<file path="src/rtl/xlat_pkg.sv">
package xlat_pkg;

    localparam int unsigned XLAT_VA_W   = 14;
    localparam int unsigned XLAT_OFF_W  = 6;
    localparam int unsigned XLAT_PPN_W  = 6;
    localparam int unsigned XLAT_PERM_W = 3;
    localparam int unsigned XLAT_SETS   = 4;
    localparam int unsigned XLAT_WAYS   = 4;

    // How the fill port picked its destination way
    typedef enum logic [1:0] {
        VIC_IDLE  = 2'd0,
        VIC_MATCH = 2'd1,
        VIC_FREE  = 2'd2,
        VIC_EVICT = 2'd3
    } vic_kind_e;

endpackage

</file>
<file path="src/rtl/xlat_store.sv">
module xlat_store #(
    parameter int unsigned SETS   = 4,
    parameter int unsigned WAYS   = 4,
    parameter int unsigned TAG_W  = 6,
    parameter int unsigned PPN_W  = 6,
    parameter int unsigned PERM_W = 3,
    localparam int unsigned IDX_W = $clog2(SETS),
    localparam int unsigned WAY_W = $clog2(WAYS)
) (
    input  logic                          clk,
    input  logic                          rst_n,
    input  logic                          inv_all,
    input  logic                          we,
    input  logic [IDX_W-1:0]              we_set,
    input  logic [WAY_W-1:0]              we_way,
    input  logic [TAG_W-1:0]              we_tag,
    input  logic [PPN_W-1:0]              we_ppn,
    input  logic [PERM_W-1:0]             we_perm,
    input  logic [IDX_W-1:0]              a_set,
    output logic [WAYS-1:0]               a_vld,
    output logic [WAYS-1:0][TAG_W-1:0]    a_tag,
    output logic [WAYS-1:0][PPN_W-1:0]    a_ppn,
    output logic [WAYS-1:0][PERM_W-1:0]   a_perm,
    input  logic [IDX_W-1:0]              b_set,
    output logic [WAYS-1:0]               b_vld,
    output logic [WAYS-1:0][TAG_W-1:0]    b_tag
);

    logic [SETS-1:0][WAYS-1:0] vld_q;
    logic [TAG_W-1:0]          tag_q  [SETS][WAYS];
    logic [PPN_W-1:0]          ppn_q  [SETS][WAYS];
    logic [PERM_W-1:0]         perm_q [SETS][WAYS];

    always_ff @(posedge clk or negedge rst_n) begin
        if (!rst_n) begin
            vld_q <= '0;
        end else if (inv_all) begin
            vld_q <= '0;
        end else if (we) begin
            vld_q[we_set][we_way] <= 1'b1;
        end
    end

    always_ff @(posedge clk) begin
        if (we && !inv_all) begin
            tag_q[we_set][we_way]  <= we_tag;
            ppn_q[we_set][we_way]  <= we_ppn;
            perm_q[we_set][we_way] <= we_perm;
        end
    end

    for (genvar w = 0; w < WAYS; w++) begin : g_rd
        assign a_vld[w]  = vld_q[a_set][w];
        assign a_tag[w]  = tag_q[a_set][w];
        assign a_ppn[w]  = ppn_q[a_set][w];
        assign a_perm[w] = perm_q[a_set][w];
        assign b_vld[w]  = vld_q[b_set][w];
        assign b_tag[w]  = tag_q[b_set][w];
    end

endmodule

</file>
<file path="src/rtl/xlat_match.sv">
module xlat_match #(
    parameter int unsigned WAYS   = 4,
    parameter int unsigned TAG_W  = 6,
    parameter int unsigned PPN_W  = 6,
    parameter int unsigned PERM_W = 3
) (
    input  logic                          clk,
    input  logic                          rst_n,
    input  logic                          lk_valid,
    input  logic [TAG_W-1:0]              lk_tag,
    input  logic [WAYS-1:0]               set_vld,
    input  logic [WAYS-1:0][TAG_W-1:0]    set_tag,
    input  logic [WAYS-1:0][PPN_W-1:0]    set_ppn,
    input  logic [WAYS-1:0][PERM_W-1:0]   set_perm,
    output logic                          hit,
    output logic [PPN_W-1:0]              ppn,
    output logic [PERM_W-1:0]             perm
);

    logic [WAYS-1:0] hit_vec;

    for (genvar w = 0; w < WAYS; w++) begin : g_cmp
        assign hit_vec[w] = lk_valid && set_vld[w] && (set_tag[w] == lk_tag);
    end

    always_comb begin
        ppn  = '0;
        perm = '0;
        for (int w = 0; w < WAYS; w++) begin
            if (hit_vec[w]) begin
                ppn  = ppn  | set_ppn[w];
                perm = perm | set_perm[w];
            end
        end
    end

    assign hit = |hit_vec;


    single_way_hit_chk: assert property (@(posedge clk) disable iff (!rst_n)
        $onehot0(hit_vec));

endmodule

</file>
<file path="src/rtl/xlat_victim.sv">
module xlat_victim
    import xlat_pkg::*;
#(
    parameter int unsigned SETS  = 4,
    parameter int unsigned WAYS  = 4,
    parameter int unsigned TAG_W = 6,
    localparam int unsigned IDX_W = $clog2(SETS),
    localparam int unsigned WAY_W = $clog2(WAYS)
) (
    input  logic                          clk,
    input  logic                          rst_n,
    input  logic                          inv_all,
    input  logic                          fl_valid,
    input  logic [IDX_W-1:0]              fl_set,
    input  logic [TAG_W-1:0]              fl_tag,
    input  logic [WAYS-1:0]               set_vld,
    input  logic [WAYS-1:0][TAG_W-1:0]    set_tag,
    output logic                          we,
    output logic [WAY_W-1:0]              we_way
);

    logic [WAY_W-1:0] ptr_q [SETS];
    logic [WAYS-1:0]  match_vec;
    logic [WAYS-1:0]  free_vec;
    logic [WAY_W-1:0] match_way;
    logic [WAY_W-1:0] free_way;
    vic_kind_e        kind;

    for (genvar w = 0; w < WAYS; w++) begin : g_scan
        assign match_vec[w] = set_vld[w] && (set_tag[w] == fl_tag);
        assign free_vec[w]  = !set_vld[w];
    end

    always_comb begin
        match_way = '0;
        free_way  = '0;
        for (int w = WAYS - 1; w >= 0; w--) begin
            if (match_vec[w]) match_way = WAY_W'(w);
            if (free_vec[w])  free_way  = WAY_W'(w);
        end
    end

    always_comb begin
        if (!fl_valid || inv_all) begin
            kind = VIC_IDLE;
        end else if (|match_vec) begin
            kind = VIC_MATCH;
        end else if (|free_vec) begin
            kind = VIC_FREE;
        end else begin
            kind = VIC_EVICT;
        end
    end

    always_comb begin
        unique case (kind)
            VIC_MATCH: we_way = match_way;
            VIC_FREE:  we_way = free_way;
            VIC_EVICT: we_way = ptr_q[fl_set];
            default:   we_way = '0;
        endcase
    end

    assign we = (kind != VIC_IDLE);

    always_ff @(posedge clk or negedge rst_n) begin
        if (!rst_n) begin
            for (int s = 0; s < SETS; s++) ptr_q[s] <= '0;
        end else if (inv_all) begin
            for (int s = 0; s < SETS; s++) ptr_q[s] <= '0;
        end else if (kind == VIC_EVICT) begin
            ptr_q[fl_set] <= ptr_q[fl_set] + 1'b1;
        end
    end


    no_dup_tag_chk: assert property (@(posedge clk) disable iff (!rst_n)
        fl_valid |-> $onehot0(match_vec));


    free_way_empty_chk: assert property (@(posedge clk) disable iff (!rst_n)
        (we && !(|match_vec)) |-> (!set_vld[we_way] || !(|free_vec)));

endmodule

</file>
<file path="src/rtl/xlat_cache.sv">
module xlat_cache
    import xlat_pkg::*;
#(
    parameter int unsigned VA_W   = XLAT_VA_W,
    parameter int unsigned OFF_W  = XLAT_OFF_W,
    parameter int unsigned PPN_W  = XLAT_PPN_W,
    parameter int unsigned PERM_W = XLAT_PERM_W,
    parameter int unsigned SETS   = XLAT_SETS,
    parameter int unsigned WAYS   = XLAT_WAYS,
    localparam int unsigned VPN_W = VA_W - OFF_W,
    localparam int unsigned IDX_W = $clog2(SETS),
    localparam int unsigned TAG_W = VPN_W - IDX_W,
    localparam int unsigned WAY_W = $clog2(WAYS),
    localparam int unsigned PA_W  = PPN_W + OFF_W
) (
    input  logic              clk,
    input  logic              rst_n,
    input  logic              lk_valid,
    input  logic [VA_W-1:0]   lk_vaddr,
    output logic              lk_hit,
    output logic              lk_miss,
    output logic [PA_W-1:0]   lk_paddr,
    output logic [PERM_W-1:0] lk_perm,
    input  logic              fl_valid,
    input  logic [VPN_W-1:0]  fl_vpn,
    input  logic [PPN_W-1:0]  fl_ppn,
    input  logic [PERM_W-1:0] fl_perm,
    input  logic              inv_all
);

    logic [VPN_W-1:0]               lk_vpn;
    logic [IDX_W-1:0]               lk_set;
    logic [TAG_W-1:0]               lk_tag;
    logic [IDX_W-1:0]               fl_set;
    logic [TAG_W-1:0]               fl_tag;
    logic [WAYS-1:0]                a_vld;
    logic [WAYS-1:0][TAG_W-1:0]     a_tag;
    logic [WAYS-1:0][PPN_W-1:0]     a_ppn;
    logic [WAYS-1:0][PERM_W-1:0]    a_perm;
    logic [WAYS-1:0]                b_vld;
    logic [WAYS-1:0][TAG_W-1:0]     b_tag;
    logic                           we;
    logic [WAY_W-1:0]               we_way;
    logic                           m_hit;
    logic [PPN_W-1:0]               m_ppn;
    logic [PERM_W-1:0]              m_perm;

    assign lk_vpn = lk_vaddr[VA_W-1:OFF_W];
    assign lk_set = lk_vpn[IDX_W-1:0];
    assign lk_tag = lk_vpn[VPN_W-1:IDX_W];
    assign fl_set = fl_vpn[IDX_W-1:0];
    assign fl_tag = fl_vpn[VPN_W-1:IDX_W];

    xlat_store #(
        .SETS(SETS), .WAYS(WAYS), .TAG_W(TAG_W), .PPN_W(PPN_W), .PERM_W(PERM_W)
    ) u_store (
        .clk     (clk),
        .rst_n   (rst_n),
        .inv_all (inv_all),
        .we      (we),
        .we_set  (fl_set),
        .we_way  (we_way),
        .we_tag  (fl_tag),
        .we_ppn  (fl_ppn),
        .we_perm (fl_perm),
        .a_set   (lk_set),
        .a_vld   (a_vld),
        .a_tag   (a_tag),
        .a_ppn   (a_ppn),
        .a_perm  (a_perm),
        .b_set   (fl_set),
        .b_vld   (b_vld),
        .b_tag   (b_tag)
    );

    xlat_victim #(
        .SETS(SETS), .WAYS(WAYS), .TAG_W(TAG_W)
    ) u_victim (
        .clk      (clk),
        .rst_n    (rst_n),
        .inv_all  (inv_all),
        .fl_valid (fl_valid),
        .fl_set   (fl_set),
        .fl_tag   (fl_tag),
        .set_vld  (b_vld),
        .set_tag  (b_tag),
        .we       (we),
        .we_way   (we_way)
    );

    xlat_match #(
        .WAYS(WAYS), .TAG_W(TAG_W), .PPN_W(PPN_W), .PERM_W(PERM_W)
    ) u_match (
        .clk      (clk),
        .rst_n    (rst_n),
        .lk_valid (lk_valid),
        .lk_tag   (lk_tag),
        .set_vld  (a_vld),
        .set_tag  (a_tag),
        .set_ppn  (a_ppn),
        .set_perm (a_perm),
        .hit      (m_hit),
        .ppn      (m_ppn),
        .perm     (m_perm)
    );

    assign lk_hit   = m_hit;
    assign lk_miss  = lk_valid && !m_hit;
    assign lk_paddr = m_hit ? {m_ppn, lk_vaddr[OFF_W-1:0]} : '0;
    assign lk_perm  = m_perm;


    fill_then_hit_chk: assert property (@(posedge clk) disable iff (!rst_n)
        ($past(fl_valid) && !$past(inv_all) && lk_valid && (lk_vpn == $past(fl_vpn)))
        |-> (lk_hit && (lk_paddr[PA_W-1:OFF_W] == $past(fl_ppn))
                    && (lk_perm == $past(fl_perm))));


    flush_empty_chk: assert property (@(posedge clk) disable iff (!rst_n)
        inv_all |=> !lk_hit);

endmodule

</file>
<file path="config.mk">
export PLATFORM = sky130hd
export DESIGN_NAME = xlat_cache
export DESIGN_NICKNAME = d
export VERILOG_FILES = /design/src/rtl/xlat_pkg.sv /design/src/rtl/xlat_store.sv /design/src/rtl/xlat_match.sv /design/src/rtl/xlat_victim.sv /design/src/rtl/xlat_cache.sv
export SDC_FILE = /design/constraint.sdc
export NUM_CORES = 1
export LEC_CHECK = 0
export ABC_AREA = 0
export BUFFER_PORTS_ARGS = -buffer_cell sky130_fd_sc_hd__buf_2
export CORE_MARGIN = 2
export CORE_UTILIZATION = 40
export CTS_CLUSTER_DIAMETER = 150
export DETAILED_ROUTE_END_ITERATION = 7
export GPL_ROUTABILITY_DRIVEN = 0
export GPL_TIMING_DRIVEN = 0
export SETUP_SLACK_MARGIN = 0.5
export SLEW_MARGIN = 40
export SYNTH_ARGS = -nofsm -noshare
export SYNTH_HDL_FRONTEND = slang
export SYNTH_SLANG_ARGS = --single-unit
export TNS_END_PERCENT = 20
</file>
<file path="constraint.sdc">
create_clock -name clk -period 10.1 [get_ports clk]
set_input_delay 1.515 -clock clk [delete_from_list [all_inputs] [get_ports clk]]
set_output_delay 1.515 -clock clk [all_outputs]
set_load 0.005 [all_outputs]
</file>
==> run metrics <==
Fin Setup TNS 0 ns; Max Freq 0.152 GHz; Layout area overhead 15.8%; Period Utilization, post-route 0.652; number of DRC violations after detailed-routing iteration 0 533; Core Rows 62; number of failing setup endpoints in the final timing report 0; Static Leakage 4.42 nW; final routed wire length divided by cell count 24.8 µm; layout cell share with drive strength beyond 1 0.308; Crit path largest cell delay 0.67 ns; standard cell core area 28,600 µm²; Post-CTS Hold Fix Bufs 0; maximum number of pins on one net before global-route repair 25; slew of the pin with the lowest slew margin 0.831 ns; Synth cell types 44; latest clock arrival within the worst-skew pair 0.55 ns; number of post-CTS setup repair buffers 0; start point of the worst min-delay path u_victim.ptr_q[6]$_DFFE_PN0P_; clock net sink count 264; count of antenna diodes in the layout 0; critical setup path kind input port to output port; Stages on worst setup path 9; register area share after synthesis 0.672; port buffer count 46; CTS Root Buffer Type sky130_fd_sc_hd__clkbuf_16; height of the die 174 µm; Worst-path clk slew 0.06 ns; relative slew slack 0.446; synthesized instance count 627; ordered cell list for the critical path buf_2 -> buf_1 -> clkbuf_1 -> mux4_2 -> xnor2_1 -> nand4_1 -> nand4_1 -> and2_1 -> buf_2; wire length of the first global-routing pass 41.8 mm; GRT Util Overall 0.185; setup repair after global routing missed its margin no; element type at the critical path end output port; setup clock skew after layout 0.0255 ns; post-cts repair resize count 0; total count of hold-check failures in the final report 0; CP delay by family, top buffers and inverters; Max IR drop VDD 0.135 mV; TritonCTS clock tree done; Max Cap Viol 0; vias in the first global route 6,759; synthesized area per cell 18.5 µm²; critical path startpoint lk_vaddr[7]; Critical Path AT 5.07 ns; I/O pin count 53; Post-Place Cell Area 12,600 µm²; worst flop-to-flop path startpoint u_store.tag_q[1][2]$_DFFE_PP_; total routed wirelength 27.7 mm; max-slew violation total from the final report 0; via density per instance 5.67; ratio of total power to cell area 170 nW/µm²; status finished, final reports clean; reg2reg path depth 7; Nets 753; Yosys reg bits 264; worst-case clock buffer depth 3; Antenna Violating Nets Remaining 0; warning count from the yosys run 0; shortest clock period the worst path allows after layout 6.59 ns; Worst R2R End u_store.tag_q[0][4]$_DFFE_PP_; Via Count 6,345; summed instance area of the synthesized netlist 11,600 µm²; Worst Path Required 8.59 ns; count of TritonRoute iterations in the first routing pass 5; worst setup path endpoint lk_paddr[0]; horizontal die dimension 174 µm; initial cell density of the core 0.406; Worst Path Buf+Inv 4; critical path fanouts, max 10; Critical-path top delay cell sky130_fd_sc_hd__buf_1; register-to-register setup slack 6.61 ns; number of antenna violations at the first check in global routing 1; CTS buffer count 28; gr ovfl total 0; number of nets produced by synthesis 663; kind of start point of the critical path input port; Die Area 30,400 µm²; CTS HTree Levels 1; design area 13,500 µm²; number of remaining DRC errors 0; detailed placement HPWL 18.7 mm; worst hold-check path type flop to flop
[synthesized netlist by cell type (all sizes together)]
cell     count  area, µm²
edfxtp     240       7210
mux4        91       2070
xnor2       30        263
inv         25       93.8
buf         24        131
dfrtp       24        601
nor2        22       82.6
nand2b      21        131
xor2        20        175
mux2i       14        140
o22ai       12       75.1
nand2       11       41.3
nand3       10       50.1
clkbuf       9       33.8
and2         8       51.3
nand4        8       50.1
nor3         7       35.0
a21oi        6       30.0
nor2b        5       31.3
or2          5       31.3
a22oi        4       30.0
and4         4       38.8
o21ai        4       23.8
o32ai        4       35.0
nor3b        3       22.5
o221ai       3       26.3
or4          3       22.5
a31oi        2       27.5
nor4         2       18.8
a2111o       1       11.3
a2111oi      1       8.76
a21boi       1       7.51
a41o         1       10.0
clkinv       1       3.75
o211a        1       10.0
[registers in the layout, indices dropped and copies added (netlist names)]
name,cells
u_store.ppn_q,96
u_store.tag_q,96
u_store.vld_q,16
u_victim.ptr_q,8
u_store.perm_q,48
[layer usage]
metal / vias up / global-route usage / part of all wire
li1: 2714 / - / -
met1: 3366 / 0.246 / 0.42
met2: 206 / 0.310 / 0.49
met3: 57 / 0.0330 / 0.055
met4: 2 / 0.0648 / 0.033
met5: - / 0 / 0.00025
[worst min path at each step]
stage | to | cells past startpoint
finish | u_victim.ptr_q[6]$_DFFE_PN0P_ | 2
global placement | u_store.vld_q[4]$_DFFE_PN0P_ | 2
floorplan | u_victim.ptr_q[1]$_DFFE_PN0P_ | 2
CTS | u_victim.ptr_q[6]$_DFFE_PN0P_ | 2
detailed placement | u_victim.ptr_q[6]$_DFFE_PN0P_ | 2
global route | u_victim.ptr_q[1]$_DFFE_PN0P_ | 2
[worst min-delay path, stage by stage, from the launching register on]
cell,delay (ns)
sky130_fd_sc_hd__dfrtp_1,0.37
sky130_fd_sc_hd__nand2b_1,0.06
sky130_fd_sc_hd__mux2i_1,0.06
[final cells by class]
cell class | instances | area, µm²
inverter | 26 | 97.6
clock buffer | 34 | 723
tap | 384 | 480
clock inverter | 15 | 114
timing repair buffer | 60 | 400
multi-input combinational | 304 | 3670
sequential | 264 | 7810
buffer | 33 | 166
fill | 2406 | 15200
[power breakdown]
part | switching, mW | internal [mW] | total [mW]
Sequential | 0.00277 | 1.20 | 1.20
Combinational | 0.0850 | 0.0587 | 0.144
Clock | 0.403 | 0.532 | 0.936
Total | 0.491 | 1.79 | 2.28
[layout by cell type, fill, tap and decap left out, drive strengths merged]
cell      count
nor4          2
or2           5
mux2i        14
nand4         8
nor2         22
clkinvlp      1
nor2b         5
o21ai         4
and4          4
nand2b       21
xor2         20
o211a         1
a2111oi       1
a2111o        1
a21oi         6
nand2        11
a31oi         2
nor3b         3
a41o          1
edfxtp      240
a21boi        1
xnor2        30
or4           3
buf          84
bufinv        1
o22ai        12
clkinv       14
dfrtp        24
nor3          7
and2          8
mux4         91
inv          25
a22oi         4
clkbuf       43
o221ai        3
nand3        10
o32ai         4
[cell families after synthesis]
kind of cell | Yosys count | synth area share
muxes | 105 | 0.190
buffers and inverters | 59 | 0.0226
and+or+nand+nor | 109 | 0.0522
AOI/OAI and AO/OA | 40 | 0.0254
DFF | 264 | 0.672
xor gates and xnor gates | 50 | 0.0377
[per-stage QoR]
stage / power [mW] / instances / util / hold slack [ns] / setup slack (ns)
after floorplan: 1.31 / 627 / - / 0.509 / 4.88
after global placement: 1.36 / 1057 / 0.431 / 0.529 / 3.57
after detailed placement: 1.37 / 1071 / 0.441 / 0.534 / 3.48
after CTS: 2.31 / 1120 / 0.470 / 0.548 / 3.48
after global routing: 2.36 / 1120 / 0.470 / 0.569 / 3.32
final: 2.28 / 1120 / 0.470 / 0.543 / 3.51
No activity file was read; power rests on OpenSTA's default activity.
